### config.mk
export PLATFORM = sky130hd
export DESIGN_NAME = ser_reg_port
export DESIGN_NICKNAME = d
export VERILOG_FILES = /design/src/rtl/ser_reg_pkg.sv /design/src/rtl/srp_sync.sv /design/src/rtl/srp_bank.sv /design/src/rtl/srp_ctrl.sv /design/src/rtl/ser_reg_port.sv
export SDC_FILE = /design/constraint.sdc
export NUM_CORES = 1
export LEC_CHECK = 0
export ABC_AREA = 0
export BUFFER_PORTS_ARGS = -buffer_cell sky130_fd_sc_hd__buf_2
export CORE_UTILIZATION = 30
export CTS_BUF_LIST = sky130_fd_sc_hd__clkbuf_2
export CTS_CLUSTER_DIAMETER = 50
export DETAILED_ROUTE_END_ITERATION = 10
export HOLD_SLACK_MARGIN = 0.05
export PLACE_DENSITY = 0.52
export SLEW_MARGIN = 20
export SYNTH_ARGS = -nofsm -noshare
export SYNTH_HDL_FRONTEND = slang
export SYNTH_SLANG_ARGS = --single-unit
### constraint.sdc
create_clock -name clk_i -period 3.8 [get_ports clk_i]
set_clock_uncertainty 0.1 [all_clocks]
set_input_delay 0.38 -clock clk_i [delete_from_list [all_inputs] [get_ports clk_i]]
set_output_delay 0.38 -clock clk_i [all_outputs]
set_load 0.05 [all_outputs]
### src/rtl/ser_reg_pkg.sv
package ser_reg_pkg;
  localparam int AW = 7;
  localparam int DW = 16;
  localparam int TXW = 8 + DW;
  localparam logic [1:0] TYPE_WR = 2'b10;
  localparam logic [1:0] TYPE_RD = 2'b11;
  typedef enum logic [1:0] {SEL_NONE, SEL_WR, SEL_RD} sel_e;
endpackage

### src/rtl/srp_sync.sv
module srp_sync #(
  parameter int         W       = 3,
  parameter int         STAGES  = 2,
  parameter logic [W-1:0] RST_VAL = '0
) (
  input  logic         clk_i,
  input  logic         rst_ni,
  input  logic [W-1:0] d_i,
  output logic [W-1:0] q_o
);
  for (genvar i = 0; i < W; i++) begin : g_bit
    logic [STAGES-1:0] pipe;
    always_ff @(posedge clk_i or negedge rst_ni) begin
      if (!rst_ni) pipe <= {STAGES{RST_VAL[i]}};
      else         pipe <= {pipe[STAGES-2:0], d_i[i]};
    end
    assign q_o[i] = pipe[STAGES-1];
  end
endmodule

### src/rtl/srp_bank.sv
module srp_bank
  import ser_reg_pkg::*;
#(
  parameter int          NUM_REGS = 12,
  parameter logic [DW-1:0] DEF_SEED = 16'h1200,
  parameter logic [DW-1:0] DEF_STEP = 16'h0111
) (
  input  logic          clk_i,
  input  logic          rst_ni,
  input  logic          wr_en_i,
  input  logic [AW-1:0] wr_addr_i,
  input  logic [DW-1:0] wr_data_i,
  input  logic [AW-1:0] rd_addr_i,
  output logic [DW-1:0] rd_data_o,
  output logic          rd_valid_o
);
  logic [DW-1:0] regs [NUM_REGS];

  for (genvar i = 0; i < NUM_REGS; i++) begin : g_reg
    always_ff @(posedge clk_i or negedge rst_ni) begin
      if (!rst_ni) regs[i] <= DW'(DEF_SEED + DW'(i) * DEF_STEP);
      else if (wr_en_i && wr_addr_i == AW'(i)) regs[i] <= wr_data_i;
    end
  end

  assign rd_valid_o = {1'b0, rd_addr_i} < (AW + 1)'(NUM_REGS);

  always_comb begin
    rd_data_o = '0;
    for (int i = 0; i < NUM_REGS; i++)
      if (rd_addr_i == AW'(i)) rd_data_o = regs[i];
  end

  assert_wr_in_range_R8: assert property (@(posedge clk_i) disable iff (!rst_ni)
    wr_en_i |-> ({1'b0, wr_addr_i} < (AW + 1)'(NUM_REGS)));
endmodule

### src/rtl/srp_ctrl.sv
module srp_ctrl
  import ser_reg_pkg::*;
#(
  parameter logic [5:0] DEV_ADDR = 6'h1E,
  parameter int         NUM_REGS = 12
) (
  input  logic          clk_i,
  input  logic          rst_ni,
  input  logic          sclk_s_i,
  input  logic          mode_s_i,
  input  logic          data_s_i,
  input  logic [DW-1:0] rd_data_i,
  input  logic          rd_valid_i,
  output logic [AW-1:0] rd_addr_o,
  output logic          wr_en_o,
  output logic [AW-1:0] wr_addr_o,
  output logic [DW-1:0] wr_data_o,
  output logic          sdata_o,
  output logic          oe_o
);
  sel_e       sel;
  logic       sclk_q, mode_q, awake;
  logic [4:0] bit_cnt;
  logic [7:0] shreg, msb_q, nb;
  logic       rise, mode_chg;
  logic [TXW-1:0] tx;

  assign rise     = sclk_s_i & ~sclk_q;
  assign mode_chg = mode_s_i ^ mode_q;
  assign nb       = {data_s_i, shreg[7:1]};

  always_ff @(posedge clk_i or negedge rst_ni) begin
    if (!rst_ni) begin
      sclk_q <= 1'b1; mode_q <= 1'b1; awake <= 1'b0; sel <= SEL_NONE;
      bit_cnt <= '0; shreg <= '0; msb_q <= '0; rd_addr_o <= '0;
      wr_en_o <= 1'b0; wr_addr_o <= '0; wr_data_o <= '0;
    end else begin
      sclk_q  <= sclk_s_i;
      mode_q  <= mode_s_i;
      wr_en_o <= 1'b0;
      if (mode_chg) begin
        bit_cnt <= '0;
        if (!mode_s_i) sel <= SEL_NONE;
      end else if (rise) begin
        if (!awake) awake <= 1'b1;           // wake edge carries no bit
        else if (!mode_s_i) begin
          if (bit_cnt < 5'd8) begin
            shreg   <= nb;
            bit_cnt <= bit_cnt + 5'd1;
            if (bit_cnt == 5'd7) begin
              if (nb[7:2] != DEV_ADDR)   sel <= SEL_NONE;
              else if (nb[1:0] == TYPE_WR) sel <= SEL_WR;
              else if (nb[1:0] == TYPE_RD) sel <= SEL_RD;
              else                         sel <= SEL_NONE;
            end
          end
        end else if (sel == SEL_WR) begin
          shreg   <= nb;
          bit_cnt <= bit_cnt + 5'd1;
          if (bit_cnt == 5'd7) begin
            if (nb[0]) begin rd_addr_o <= nb[7:1]; sel <= SEL_NONE; end
            else wr_addr_o <= nb[7:1];
          end
          if (bit_cnt == 5'd15) msb_q <= nb;
          if (bit_cnt == 5'd23) begin
            wr_en_o   <= {1'b0, wr_addr_o} < (AW + 1)'(NUM_REGS);
            wr_data_o <= {msb_q, nb};
            sel       <= SEL_NONE;
          end
        end else if (sel == SEL_RD) begin
          bit_cnt <= bit_cnt + 5'd1;
          if (bit_cnt == 5'd23) sel <= SEL_NONE;
        end
      end
    end
  end

  assign tx      = {rd_data_i[7:0], rd_data_i[15:8], rd_addr_o, ~rd_valid_i};
  assign oe_o    = (sel == SEL_RD) & mode_s_i & mode_q;
  assign sdata_o = (oe_o && bit_cnt < 5'd24) ? tx[bit_cnt] : 1'b0;

  assert_wr_one_cycle_R4: assert property (@(posedge clk_i) disable iff (!rst_ni)
    wr_en_o |=> !wr_en_o);
  assert_asleep_idle_R2: assert property (@(posedge clk_i) disable iff (!rst_ni)
    !awake |-> (sel == SEL_NONE && !wr_en_o));
  assert_no_oe_in_addr_R9: assert property (@(posedge clk_i) disable iff (!rst_ni)
    !mode_s_i |-> !oe_o);
  assert_oe_stops_R9: assert property (@(posedge clk_i) disable iff (!rst_ni)
    (oe_o && rise && !mode_chg && bit_cnt == 5'd23) |=> !oe_o);
  assert_bitcnt_bound_R7: assert property (@(posedge clk_i) disable iff (!rst_ni)
    bit_cnt <= 5'd24);
endmodule

### src/rtl/ser_reg_port.sv
module ser_reg_port
  import ser_reg_pkg::*;
#(
  parameter logic [5:0]    DEV_ADDR    = 6'h1E,
  parameter int            NUM_REGS    = 12,
  parameter logic [15:0]   DEF_SEED    = 16'h1200,
  parameter logic [15:0]   DEF_STEP    = 16'h0111,
  parameter int            SYNC_STAGES = 2
) (
  input  logic        clk_i,
  input  logic        rst_ni,
  input  logic        sclk_i,
  input  logic        mode_i,
  input  logic        sdata_i,
  output logic        sdata_o,
  output logic        sdata_oe_o,
  output logic        wr_en_o,
  output logic [6:0]  wr_addr_o,
  output logic [15:0] wr_data_o
);
  logic [2:0]    sync_q;
  logic [AW-1:0] rd_addr;
  logic [DW-1:0] rd_data;
  logic          rd_valid;

  srp_sync #(.W(3), .STAGES(SYNC_STAGES), .RST_VAL(3'b011)) u_sync (
    .clk_i(clk_i), .rst_ni(rst_ni),
    .d_i({sdata_i, mode_i, sclk_i}), .q_o(sync_q)
  );

  srp_ctrl #(.DEV_ADDR(DEV_ADDR), .NUM_REGS(NUM_REGS)) u_ctrl (
    .clk_i(clk_i), .rst_ni(rst_ni),
    .sclk_s_i(sync_q[0]), .mode_s_i(sync_q[1]), .data_s_i(sync_q[2]),
    .rd_data_i(rd_data), .rd_valid_i(rd_valid), .rd_addr_o(rd_addr),
    .wr_en_o(wr_en_o), .wr_addr_o(wr_addr_o), .wr_data_o(wr_data_o),
    .sdata_o(sdata_o), .oe_o(sdata_oe_o)
  );

  srp_bank #(.NUM_REGS(NUM_REGS), .DEF_SEED(DEF_SEED), .DEF_STEP(DEF_STEP)) u_bank (
    .clk_i(clk_i), .rst_ni(rst_ni),
    .wr_en_i(wr_en_o), .wr_addr_i(wr_addr_o), .wr_data_i(wr_data_o),
    .rd_addr_i(rd_addr), .rd_data_o(rd_data), .rd_valid_o(rd_valid)
  );
endmodule

**Word-level counts from Yosys, hierarchy flattened**

Cells that the tools add are included.

- Bits in writable memories: 0
- Memories: 0
- Memory bits (read-only): 0
- Word-level logic and storage cells: 152
- Output and inout port bits: 26
- Latch bits: 0
- Input bits: 5
- Register bits: 255

- $mul: 0
- Shift-type cells: 0
- Multiplexer cells: 47
- Reductions and logical operators: 28
- Equality and inequality tests: 37
- Div/mod/pow operators: 0
- $lt $le $gt $ge: 5
- Add/sub/neg operators: 1
- Bitwise logic cells: 8

Operators by type and width:

| cell | number |
|---|---|
| $mux 16 | 12 |
| $eq 7x3->1 const B | 8 |
| $eq 7x4->1 const B | 8 |
| $mux 5 | 7 |
| $mux 2 | 16 |
| $eq 7x2->1 const B | 4 |
| $mux 8 | 3 |
| $ne 5x5->1 const B | 4 |
| $eq 7x1->1 const B | 2 |
| $logic_not 7->1 | 2 |
| $lt 7x4->1 const B | 2 |
| $reduce_and 7->1 | 2 |
| $logic_and 1x1->1 | 13 |
| $reduce_and 6->1 | 2 |
| $reduce_and 9->1 | 1 |
| $mux 1 | 8 |
| $eq 2x2->1 const B | 3 |
| $lt 5x6->1 const B | 1 |
| $ne 6x5->1 const B | 1 |
| $reduce_bool 2->1 | 3 |
| $reduce_bool 3->1 | 2 |
| $add 5x1->5 const B | 1 |
| $bmux 1 s5 | 1 |
| $eq 5x3->1 const B | 1 |
| other kinds (14) | 19 |

**Depth between registers and ports, before layout**

Gate-level depths: netlist (run 1).

- Depth in word-level cells: 16
- Mapped depth: 11
- Mapped depth without buffers: 7

**Cells and area by module**

From an unflattened synthesis (run 1), not the netlist that was laid out.

- Cell total of the unflattened synthesis: 873
- Area, all modules: 12019.0 um2

Modules (own cells, without submodules):

| module | cells each | instances | area an instance (um2) | seq. area each (um2) |
|---|---|---|---|---|
| srp_bank | 664 | 1 | 9167.5 | 4899.7 |
| srp_ctrl | 200 | 1 | 2673.8 | 1403.8 |
| srp_sync | 9 | 1 | 177.7 | 155.1 |

**Worst setup path after synthesis (run 1)**

No wires, ideal clock.

- Kind: register to output
- Start point: reg u_ctrl.rd_addr_o[5]
- End point: out sdata_o
- Path buffers: 0
- Data required time: 3.320 ns
- Data arrival time: 2.400 ns
- Stages on the path, launching flop included: 8
- Slack: 0.920 ns
- Cell sequence: dfrtp_1 or4b_1 nor2_2 a222oi_1 or3_1 a211oi_1 or4_1 and4_1

- Cells in the longest elaborated chain, start to end: 16
- Elaborated cells on any way between the ends: 29
- Classes of those cells: order compare (1); eq/ne (11); mux (15); bitwise (1); reduce/logical (1)

RTL lines:

| element | line | source |
|---|---|---|
| from (decl) | srp_ctrl.sv:14 | `output logic [AW-1:0] rd_addr_o,` |
| from (signal assigned) | srp_ctrl.sv:35 | `bit_cnt <= '0; shreg <= '0; msb_q <= '0; rd_addr_o <= '0;` |
| from (signal assigned) | srp_ctrl.sv:61 | `if (nb[0]) begin rd_addr_o <= nb[7:1]; sel <= SEL_NONE; end` |
| $logic_not 7->1 | srp_bank.sv:31 | `if (rd_addr_i == AW'(i)) rd_data_o = regs[i];` |
| $mux 16 (12 in a row) | srp_bank.sv:31 |  |
| $bmux 1 s5 (*) | srp_ctrl.sv:80 | `assign sdata_o = (oe_o && bit_cnt < 5'd24) ? tx[bit_cnt] : 1'b0;` |
| $mux 1 (not written as such) (*) | srp_ctrl.sv:80 |  |
| $mux 1 (*) | srp_ctrl.sv:80 |  |
| to (decl) | ser_reg_port.sv:15 | `output logic sdata_o,` |

Mark *: on every way between the ends. The rest lies on a longest branch, timed or not. The select of a mux whose other input is x is not followed.

**Worst setup path in the final report (run 1)**

- Start point: reg u_ctrl.rd_addr_o[1]
- End point: out sdata_o

The elaborated chain is that of the path after synthesis.

==> results of run 1 <==
metal layers:
layer | vias up | wire (um) | global-route usage, %
li1 | 3550 | - | -
met1 | 4158 | 15400 | 23.0
met2 | 197 | 15900 | 26.8
met3 | 62 | 1450 | 3.60
met4 | 0 | 787 | 6.06
met5 | - | 0 | 0
cells by family after synthesis:
| kind of cell | after synthesis | synth area share, % |
|---|---|---|
| flops | 254 | 54.2 |
| buf+inv | 79 | 2.86 |
| simple gates | 152 | 6.65 |
| mux | 292 | 29.1 |
| fa+ha+maj | 4 | 0.420 |
| compound gates | 110 | 6.47 |
| xor+xnor | 4 | 0.294 |
through the flow:
stage | hold slack [ns] | cells | area, um2 | utilization, % | setup TNS [ns]
after floorplan | -0.0156 | 895 | 11900 | - | 0
after global placement | 0.231 | 1410 | 12700 | 32.7 | 0
after detailed placement | 0.242 | 1410 | 12700 | 32.7 | 0
after CTS | 0.263 | 1562 | 13700 | 35.2 | -0.112
after global routing | 0.270 | 1566 | 13800 | 35.4 | -0.194
final | 0.257 | 1566 | 13800 | 35.4 | -0.0190
how the worst max path moves through the flow:
stage | startpoint | to | slack, ns | cells after the start
2_1_floorplan | u_ctrl.rd_addr_o[5] | sdata_o | 0.92 | 7
3_3_place_gp | u_ctrl.rd_addr_o[0] | sdata_o | 0.45 | 9
3_5_place_dp | u_ctrl.rd_addr_o[0] | sdata_o | 0.48 | 9
4_1_cts | u_ctrl.rd_addr_o[1] | sdata_o | -0.11 | 8
5_1_grt | u_ctrl.rd_addr_o[1] | sdata_o | -0.19 | 8
6_report | u_ctrl.rd_addr_o[1] | sdata_o | -0.02 | 8
synthesized netlist by cell type, types with 6 or more instances:
| master | count | area share [%] |
|---|---|---|
| mux2_2 | 244 | 23 |
| dfrtp_1 | 172 | 36 |
| dfstp_2 | 82 | 18 |
| nand2_1 | 51 | 1.6 |
| clkbuf_1 | 45 | 1.4 |
| mux2i_1 | 28 | 2.4 |
| o21ai_0 | 24 | 1.0 |
| mux4_2 | 18 | 3.4 |
| buf_2 | 17 | 0.71 |
| nor2_1 | 17 | 0.54 |
| a21oi_1 | 14 | 0.59 |
| nand3_1 | 14 | 0.59 |
| nor2b_1 | 14 | 0.74 |
| nor3_1 | 11 | 0.46 |
| a31oi_1 | 10 | 0.53 |
| inv_1 | 10 | 0.32 |
| o211ai_1 | 9 | 0.57 |
| nand4_1 | 7 | 0.37 |
| a22oi_1 | 6 | 0.38 |
| and2_1 | 6 | 0.32 |
power by group through the flow:
stage / clock, mW / sequential, mW / combinational (mW)
after global routing: 2.17 / 2.80 / 0.152
final: 1.94 / 2.79 / 0.132
after detailed placement: 0 / 2.84 / 0.128
after CTS: 2.04 / 2.79 / 0.137
after global placement: 0 / 2.84 / 0.127
after floorplan: 0 / 2.81 / 0.0541
cell type report:
class,count,area (um2),share of cell area [%]
Multi-Input combinational cell,562,5220,37.8
Inverter,11,41.3,0.300
Timing Repair Buffer,92,778,5.65
Sequential cell,254,6470,46.9
Tap cell,518,648,4.70
Clock buffer,114,571,4.14
Clock inverter,14,63.8,0.463
Antenna cell,1,2.50,0.0182
state kept, by name (all words and copies together) (netlist names), 2 cells and up:
| register | cells |
|---|---|
| u_bank.regs | 192 |
| u_ctrl.wr_data_o | 16 |
| u_ctrl.msb_q | 8 |
| u_ctrl.rd_addr_o | 7 |
| u_ctrl.shreg | 7 |
| u_ctrl.wr_addr_o | 7 |
| u_sync.g_bit.pipe | 6 |
| u_ctrl.bit_cnt | 5 |
| u_ctrl.sel | 2 |
what timing repair did:
item                                    in CTS  in global routing
hold endpoints to repair                   120                  0
pin swaps                                    5                  7
setup buffers                               14                  3
endpoints found under the setup margin       1                  1
gates cloned                                 1                  0
gates resized for setup                     28                 15
hold buffers                                 9                  0
==> results.md, run 1 <==
* Status: finished, violations left
* Failing checks: negative setup slack
* CTS max path bufs at 3
* F_max at 0.262 GHz
* DRT antenna net count at 0
* DRC viols at 0
* Via density at 5.09
* Synth warn at 0
* HPWL after detailed placement at 20.9 mm
* Area Overhead vs Synth at 15.8%
* Logic gate share of total power at 2.7%
* Max-capacitance violation count at 0
* Sw frac at 26.7%
* Ys flop type: dfrtp_1
* Initial antenna violation count at 1
* 1st-iter DRT viols at 421
* LEAKAGE at 6.26 nW
* RSZ-0062 raised after global routing: true
* H-tree levels at 3
* P_sw at 1.30 mW
* Chip width at 201 um
* HP Class: reg -> reg
* Port buffer count at 30
* Asr flop ratio synth at 100%
* Root Driver: clkbuf_2
* Worst endpoint required time at 3.32 ns
* Final nets at 1,000
* Overflow after GRT at 0
* Crit path kind: reg -> out
* Critical path cell sequence: mux2_4, a221o_1, a222oi_1, or3_1, a211oi_1, or4_1, and4_4, buf_8
* Commonest non-fill, non-tap cells in the layout: mux2_2 (244), dfrtp_1 (166), clkbuf_2 (114)
* Commonest non-fill, non-tap cell in the layout: mux2_2
* Die height at 201 um
* Detail-routed net length per standard cell at 21.4 um
* Bufs and invs on worst path at 1
* TritonCTS buffer count at 70
* Clock share of power at 39.9%
* Crit path launch type: flip-flop
* RR Startpoint: u_ctrl.bit_cnt[2]
* CTS Sinks at 254
* Initial Util at 30.6%
* Worst path max stage delay at 0.52 ns
* Max_slew headroom at 27.2%
* Share of cells above drive strength 1 at 55.3%
* Tot Pwr at 4.86 mW
* First-pass GRT wire length at 51.6 mm
* Hold Violations, Final at 0
* Post-Syn Area at 0.0119 mm2
* DRT Pass-1 Iters at 5
* Maximum VDD drop at 0.000217 V
* FF+latch count, synth at 254
* R2r setup slk at 0.99 ns
* Seq pwr share at 57.4%
* FILL cells at 3,936
* Largest delay share family, worst path: simple AND/OR/NAND/NOR gates
* Largest net degree at the start of global routing at 92
* Hold Path End: u_sync.g_bit[2].pipe[1]
* Vias in the first global route at 8,326
* CTS tree: yes
* Reg2Reg Depth at 5
* Final WS setup at -0.0190 ns
* Min Tclk post-route at 3.82 ns
* P_int at 3.56 mW
* Unique cell type count in the Yosys netlist at 66
* Synthesized area per cell at 13.3 um2
* Syn Nets at 904
* Actual slew at the worst max-slew pin at 1.09 ns
* I/O pin count at 31
* Via Count at 7,967
* Clk pin slew, worst setup/hold paths at 0.09 ns
* Hold path cells at 0
* Total Die Area at 0.0405 mm2
* Syn Inst Count at 895
* Clk_lat worst skew at 0.85 ns
* Final setup violation count at 1
* GP Congestion at 0.886
* Max Slew Vio Count at 0
* Critical path's slowest cell: dfrtp_2
* Hold_sp: u_sync.g_bit[2].pipe[0]
* Pwr Density at 353 mW/mm2
* FF-to-FF End: u_ctrl.wr_addr_o[4]
* Routed wire length at 33.6 mm
* Number of synthesized flops with an enable pin at 0
* Crit share post-route at 100%
* Critical Path AT at 3.34 ns
* CP Capture Type: primary output
* GRT Util Overall at 17.0%
* Site Rows at 72
* Seq/Total Area, Yosys at 54.2%
* Setup WS pre-CTS at 0.480 ns
* Core Area at 0.0389 mm2
* Crit Path Max Fanout at 6
No activity file was read; power rests on OpenSTA's default activity.
==> inputs of run 2 (changes only) <==
--- a/config.mk
+++ b/config.mk
@@ -16,4 +16,5 @@
 export SLEW_MARGIN = 20
 export SYNTH_ARGS = -nofsm -noshare
 export SYNTH_HDL_FRONTEND = slang
+export SYNTH_HIERARCHICAL = 1
 export SYNTH_SLANG_ARGS = --single-unit
==> run 2 against run 1 <==
Non-clock buffer count grew 1. Combinational power fell by 6%. Design area rose by 0.98%. Synthesized area rose by 0.95%. The flow still finishes with violations (negative setup slack).
==> results.md, run 2 <==
* Site Rows at 72
* Status: finished, violations left
* Commonest non-fill, non-tap cells in the layout: mux2_2 (214), dfrtp_1 (169), clkbuf_2 (111)
* Crit share post-route at 109%
* FF+latch count, synth at 254
* Hold path cells at 0
* Port buffer count at 30
* DP Cell Count at 1,394
* DRC viols at 0
* GRT Util Overall at 16.7%
* RR Startpoint: u_ctrl/wr_addr_o[5]
* Worst endpoint required time at 3.32 ns
* Tot Pwr at 5.05 mW
* Area Overhead vs Synth at 15.8%
* Die height at 202 um
* Clk_lat worst skew at 0.87 ns
* Final nets at 984
* Min Tclk post-route at 4.13 ns
* Critical Path AT at 3.65 ns
* Root Driver: clkbuf_2
* Clk pin slew, worst setup/hold paths at 0.09 ns
* Failing checks: negative setup slack
* Reg2Reg Depth at 4
* Syn Nets at 885
* Largest regs: u_bank/regs: 192 flops, u_ctrl/wr_data_o: 16 flops, u_ctrl/msb_q: 8 flops
* First-pass GRT wire length at 51.3 mm
* Crit Path Max Fanout at 12
* Vias in the first global route at 8,195
* Routed wire length at 33.2 mm
* Commonest non-fill, non-tap cell in the layout: mux2_2
* H-tree levels at 3
* Via Count at 7,817
* HPWL after detailed placement at 20.1 mm
* Hold Violations, Final at 0
* LEAKAGE at 6.29 nW
* DRT antenna net count at 0
* Largest net degree at the start of global routing at 63
* Hold_sp: u_sync/g_bit[1].pipe[0]
* CTS tree: yes
* Most flop-heavy register: u_bank/regs
* Max_slew headroom at 27.1%
* Actual slew at the worst max-slew pin at 1.09 ns
* Crit path kind: reg -> out
* Seq/Total Area, Yosys at 53.7%
* F_max at 0.242 GHz
* Via density at 5.05
* Detail-routed net length per standard cell at 21.4 um
* R2r setup slk at 1.07 ns
* List of most frequent post-synthesis cells: mux2_2 (214), dfrtp_1 (172), dfstp_2 (82)
* Overflow after GRT at 0
* Non-filler cells in the finished layout at 1,547
* DRT Pass-1 Iters at 5
* HP Class: reg -> reg
* FF-to-FF End: u_bank/regs[79]
* Number of synthesized flops with an enable pin at 0
* Ys flop type: dfrtp_1
* Initial antenna violation count at 1
* Chip width at 202 um
* Post-Syn Area at 0.0120 mm2
* Count leader, synth: mux2_2
* GP Congestion at 0.810
* CTS max path bufs at 3
* Largest area contributor in the netlist: dfrtp_1
* Yosys top cell area share at 35.8%
* I/O pin count at 31
* Crit path launch type: flip-flop
* 1st-iter DRT viols at 526
* Pwr Density at 363 mW/mm2
* Max Slew Vio Count at 0
* Share of cells above drive strength 1 at 54.6%
* RSZ-0062 raised after global routing: true
* Max reg flops at 192
* Core Area at 0.0391 mm2
* Maximum VDD drop at 0.000140 V
* Max-capacitance violation count at 0
* Synthesized area per cell at 13.8 um2
* CTS Sinks at 254
* Top post-synthesis cells by area: dfrtp_1 (36%), mux2_2 (20%), dfstp_2 (18%)
* Syn Inst Count at 873
* Asr flop ratio synth at 100%
* Initial Util at 30.7%
* FILL cells at 3,872
* Synth warn at 6
* CP Capture Type: primary output
* Final setup violation count at 1
* Unique cell type count in the Yosys netlist at 68
* Hold Path End: u_sync/g_bit[1].pipe[1]
* TritonCTS buffer count at 71
* Total Die Area at 0.0409 mm2
* Final WS setup at -0.327 ns
## run 2: final cells by class
class / count / area [um2] / area share [%]
sequential: 254 / 6470 / 46.5
tap: 518 / 648 / 4.66
antenna: 1 / 2.50 / 0.0180
inverter: 18 / 67.6 / 0.485
clock inverter: 18 / 121 / 0.872
timing repair buffer: 93 / 786 / 5.64
clock buffer: 111 / 556 / 3.99
multi-input combinational: 534 / 5270 / 37.9
## run 2: logic make-up (layout without fill, tap and decap cells)
| kind of cell | count (synthesis) | in the layout | share of synthesized area (%) |
|---|---|---|---|
| multiplexers | 291 | 291 | 30.0 |
| flip-flops | 254 | 254 | 53.7 |
| AND/OR/NAND/NOR | 142 | 142 | 6.48 |
| AO/OA/AOI/OAI | 94 | 94 | 5.60 |
| buffers and inverters | 85 | 240 | 3.41 |
| adder cells (fa/ha/maj) | 7 | 7 | 0.729 |
| other | 0 | 1 | 0 |
## run 2: per-layer routing
layer | track usage (%) | up-vias | share of wire, %
met5 | 0 | - | 0
met4 | 5.67 | 0 | 2.2
met3 | 3.63 | 54 | 5.1
met2 | 25.3 | 217 | 45
met1 | 23.4 | 4097 | 47
li1 | - | 3449 | -
## run 2: stage by stage
step | setup TNS (ns) | setup WS [ns] | hold WS, ns | area, um2 | util [%]
6_report | -0.327 | -0.327 | 0.259 | 13900 | 35.6
3_5_place_dp | 0 | 0.162 | 0.245 | 12900 | 32.9
3_3_place_gp | 0 | 0.143 | 0.235 | 12900 | 32.9
4_1_cts | -0.417 | -0.417 | 0.260 | 13900 | 35.5
2_1_floorplan | 0 | 0.0838 | -0.0156 | 12000 | -
5_1_grt | -0.494 | -0.494 | 0.265 | 13900 | 35.6
## run 2: how the worst max path moves through the flow
stage / start / endpoint / slack [ns] / depth (start not counted)
floorplan: u_ctrl/rd_addr_o[4] / sdata_o / 0.08 / 8
global placement: u_ctrl/rd_addr_o[4] / sdata_o / 0.14 / 10
detailed placement: u_ctrl/rd_addr_o[4] / sdata_o / 0.16 / 10
CTS: u_ctrl/rd_addr_o[0] / sdata_o / -0.42 / 9
global route: u_ctrl/rd_addr_o[0] / sdata_o / -0.49 / 9
finish: u_ctrl/rd_addr_o[0] / sdata_o / -0.33 / 9
## run 2: power breakdown
group          leakage (nW)  total, mW  internal (mW)  switching, mW
Sequential             3.23       2.83           2.73         0.0917
Combinational          2.54      0.124         0.0481         0.0761
Clock                 0.517       2.11          0.902           1.20
Total                  6.29       5.05           3.68           1.37
## run 2: what timing repair did
action / 4_1_cts / 5_1_grt
hold buffers: 9 / 0
gates resized for setup: 33 / 8
endpoints found under the setup margin: 1 / 1
gates cloned: 0 / 0
hold endpoints to repair: 185 / 0
buffers inserted: 14 / 0
## run 2: critical path, cell delays in order (launching register included)
cell,delay [ns]
dfrtp_4,0.55
buf_12,0.19
mux4_2,0.50
a22oi_1,0.26
o21ai_0,0.16
mux4_2,0.49
mux2i_2,0.21
or4_4,0.18
o31ai_4,0.08
buf_6,0.19
==> inputs of run 3 (changes only) <==
--- a/config.mk
+++ b/config.mk
@@ -7,12 +7,13 @@
 export LEC_CHECK = 0
 export ABC_AREA = 0
 export BUFFER_PORTS_ARGS = -buffer_cell sky130_fd_sc_hd__buf_2
+export CORE_ASPECT_RATIO = 1.5
 export CORE_UTILIZATION = 30
 export CTS_BUF_LIST = sky130_fd_sc_hd__clkbuf_2
 export CTS_CLUSTER_DIAMETER = 50
 export DETAILED_ROUTE_END_ITERATION = 10
 export HOLD_SLACK_MARGIN = 0.05
-export PLACE_DENSITY = 0.52
+export PLACE_DENSITY_LB_ADDON = 0.15
 export SLEW_MARGIN = 20
 export SYNTH_ARGS = -nofsm -noshare
 export SYNTH_HDL_FRONTEND = slang
==> run 3 against run 2 <==
The run ends with design-rule violations, negative setup slack left. Die area is essentially flat. Sequential cell count unchanged. Sequential power is essentially flat. Count of clock-buffer cells in the layout down 13. Fmax decreased by 2.1%. Global-route usage increased by 1.5 points. Critical path depth did not move. Design area is 0.27% higher. Final cell count is 1.0% lower. Non-clock buffer count grew 11. Via count is 1.4% lower. Hold slack worse by 0.0060 ns. Critical endpoint unchanged. Highest routed layer unchanged.
==> results.md, run 3 (synthesis results as in run 2) <==
* HP Class: reg -> reg
* Bufs and invs on worst path at 2
* Storage element area at 0.00647 mm2
* CTS Sinks at 254
* Via density at 5.03
* Initial antenna violation count at 3
* DP Cell Count at 1,384
* Pwr Density at 349 mW/mm2
* Crit Path Max Fanout at 8
* Largest regs: u_bank/regs: 192 flops, u_ctrl/wr_data_o: 16 flops, u_ctrl/msb_q: 8 flops
* Initial Util at 30.5%
* Commonest non-fill, non-tap cell in the layout: mux2_2
* Total Die Area at 0.0409 mm2
* Largest delay share family, worst path: simple AND/OR/NAND/NOR gates
* Via Count at 7,706
* Root Driver: clkbuf_2
* Area Overhead vs Synth at 16.1%
* Routed wire length at 34.9 mm
* Worst endpoint required time at 3.32 ns
* Maximum VDD drop at 0.000165 V
* Crit path kind: reg -> out
* H-tree levels at 3
* Vias in the first global route at 8,463
* Status: finished, violations left
* Multi-input gate area at 0.00531 mm2
* Overflow after GRT at 0
* Non-filler cells in the finished layout at 1,531
* Max Slew Vio Count at 0
* Post-placement cell area at 0.0129 mm2
* Die height at 247 um
* Most flop-heavy register: u_bank/regs
* Largest net degree at the start of global routing at 64
* Clk_lat worst skew at 0.88 ns
* Final nets at 990
* CTS tree: yes
* Port buffer count at 30
* F_max at 0.237 GHz
* Chip width at 165 um
* I/O pin count at 31
* Crit path launch type: flip-flop
* Hold Violations, Final at 0
* Crit share post-route at 111%
* 1st-iter DRT viols at 413
* Max_slew headroom at 51.4%
* Share of cells above drive strength 1 at 55.0%
* Final setup violation count at 1
* Max-capacitance violation count at 0
* Site Rows at 89
* FILL cells at 3,883
* Min Tclk post-route at 4.22 ns
* TritonCTS buffer count at 66
* RSZ-0062 raised after global routing: true
* Actual slew at the worst max-slew pin at 0.729 ns
* Failing checks: design-rule violations, negative setup slack
* Clk pin slew, worst setup/hold paths at 0.11 ns
* Worst path max stage delay at 0.59 ns
* Core Area at 0.0394 mm2
* DRT Pass-1 Iters at 8
* Final WS setup at -0.415 ns
* Critical Path AT at 3.74 ns
* Max reg flops at 192
* First-pass GRT wire length at 53.3 mm
* Critical path's slowest cell: or4_4
* CP Capture Type: primary output
* Commonest non-fill, non-tap cells in the layout: mux2_2 (214), dfrtp_1 (169), clkbuf_2 (98)
* HPWL after detailed placement at 22.2 mm
* DRT antenna net count at 0
* Detail-routed net length per standard cell at 22.8 um
* DRC viols at 10
* GP Congestion at 0.824
* CTS max path bufs at 3
* Design area at 0.0140 mm2
* Critical path cell sequence: or4_4, buf_6, or2_4, o211ai_1, mux4_2, mux2i_2, or4_4, o31ai_4, buf_6
* LEAKAGE at 6.30 nW
* GRT Util Overall at 18.1%
## run 3: cell types whose count changed in the layout (fill, tap and decap cells not counted), sizes merged
cell	change
inv	+1
diode	+1
clkbuf	-13
buf	+10
bufinv	-1
clkinv	+3
bufbuf	+1
## run 3: stage by stage
stage	power (mW)	hold WS, ns	setup WS, ns	setup TNS (ns)	util (%)
after floorplan	2.87	-0.0156	0.0838	0	-
after global placement	2.99	0.233	0.196	0	32.7
after detailed placement	2.99	0.236	0.145	0	32.7
after CTS	5.00	0.257	-0.502	-0.502	35.1
after global routing	5.15	0.288	-0.583	-0.583	35.4
final	4.87	0.253	-0.415	-0.415	35.4
## run 3: worst register-to-register path, cell delays in order, from the launching register on
cell	delay (ns)
dfrtp_1	0.82
ha_1	0.35
nand3b_1	0.11
o311a_1	0.38
a2111o_1	0.45
mux2_1	0.33
## run 3: path summary, 6_finish.rpt
path | from | endpoint | slack, ns | cells past startpoint
max | u_ctrl/rd_addr_o[3] | sdata_o | -0.42 | 9
min | u_sync/g_bit[2].pipe[0] | u_sync/g_bit[2].pipe[1] | 0.25 | 0
max reg2reg | u_ctrl/bit_cnt[0] | u_ctrl/sel[0] | 1.16 | 5
min reg2reg | u_sync/g_bit[2].pipe[0] | u_sync/g_bit[2].pipe[1] | 0.25 | 0
max in group asynchronous | rst_ni | u_bank/regs[156] | 2.40 | 4
min in group asynchronous | rst_ni | u_bank/regs[133] | 0.62 | 3
## run 3: power breakdown
part | switching [mW] | internal (mW)
clock network | 1.17 | 0.758
registers | 0.0845 | 2.73
logic | 0.0778 | 0.0482
total | 1.33 | 3.54
## run 3: per-layer routing
metal,GRT usage (%),routed length (um)
met5,0,0
met3,3.46,1160
met2,32.6,18700
met1,20.2,13900
met4,8.50,1170
## run 3: timing repair
action,in CTS,in global routing
pin swaps,3,6
hold buffers,9,0
buffers inserted,13,3
setup endpoints to repair,1,1
gates resized for setup,23,19
endpoints found under the hold margin,198,0
cloned,1,0
## run 3: area by class of cell
class / count / share of cell area, %
Tap cell: 500 / 4.48
Clock buffer: 98 / 3.51
Inverter: 18 / 0.484
Antenna cell: 2 / 0.0359
Multi-Input combinational cell: 534 / 38.1
Timing Repair Buffer: 104 / 6.31
Clock inverter: 21 / 0.789
Sequential cell: 254 / 46.3
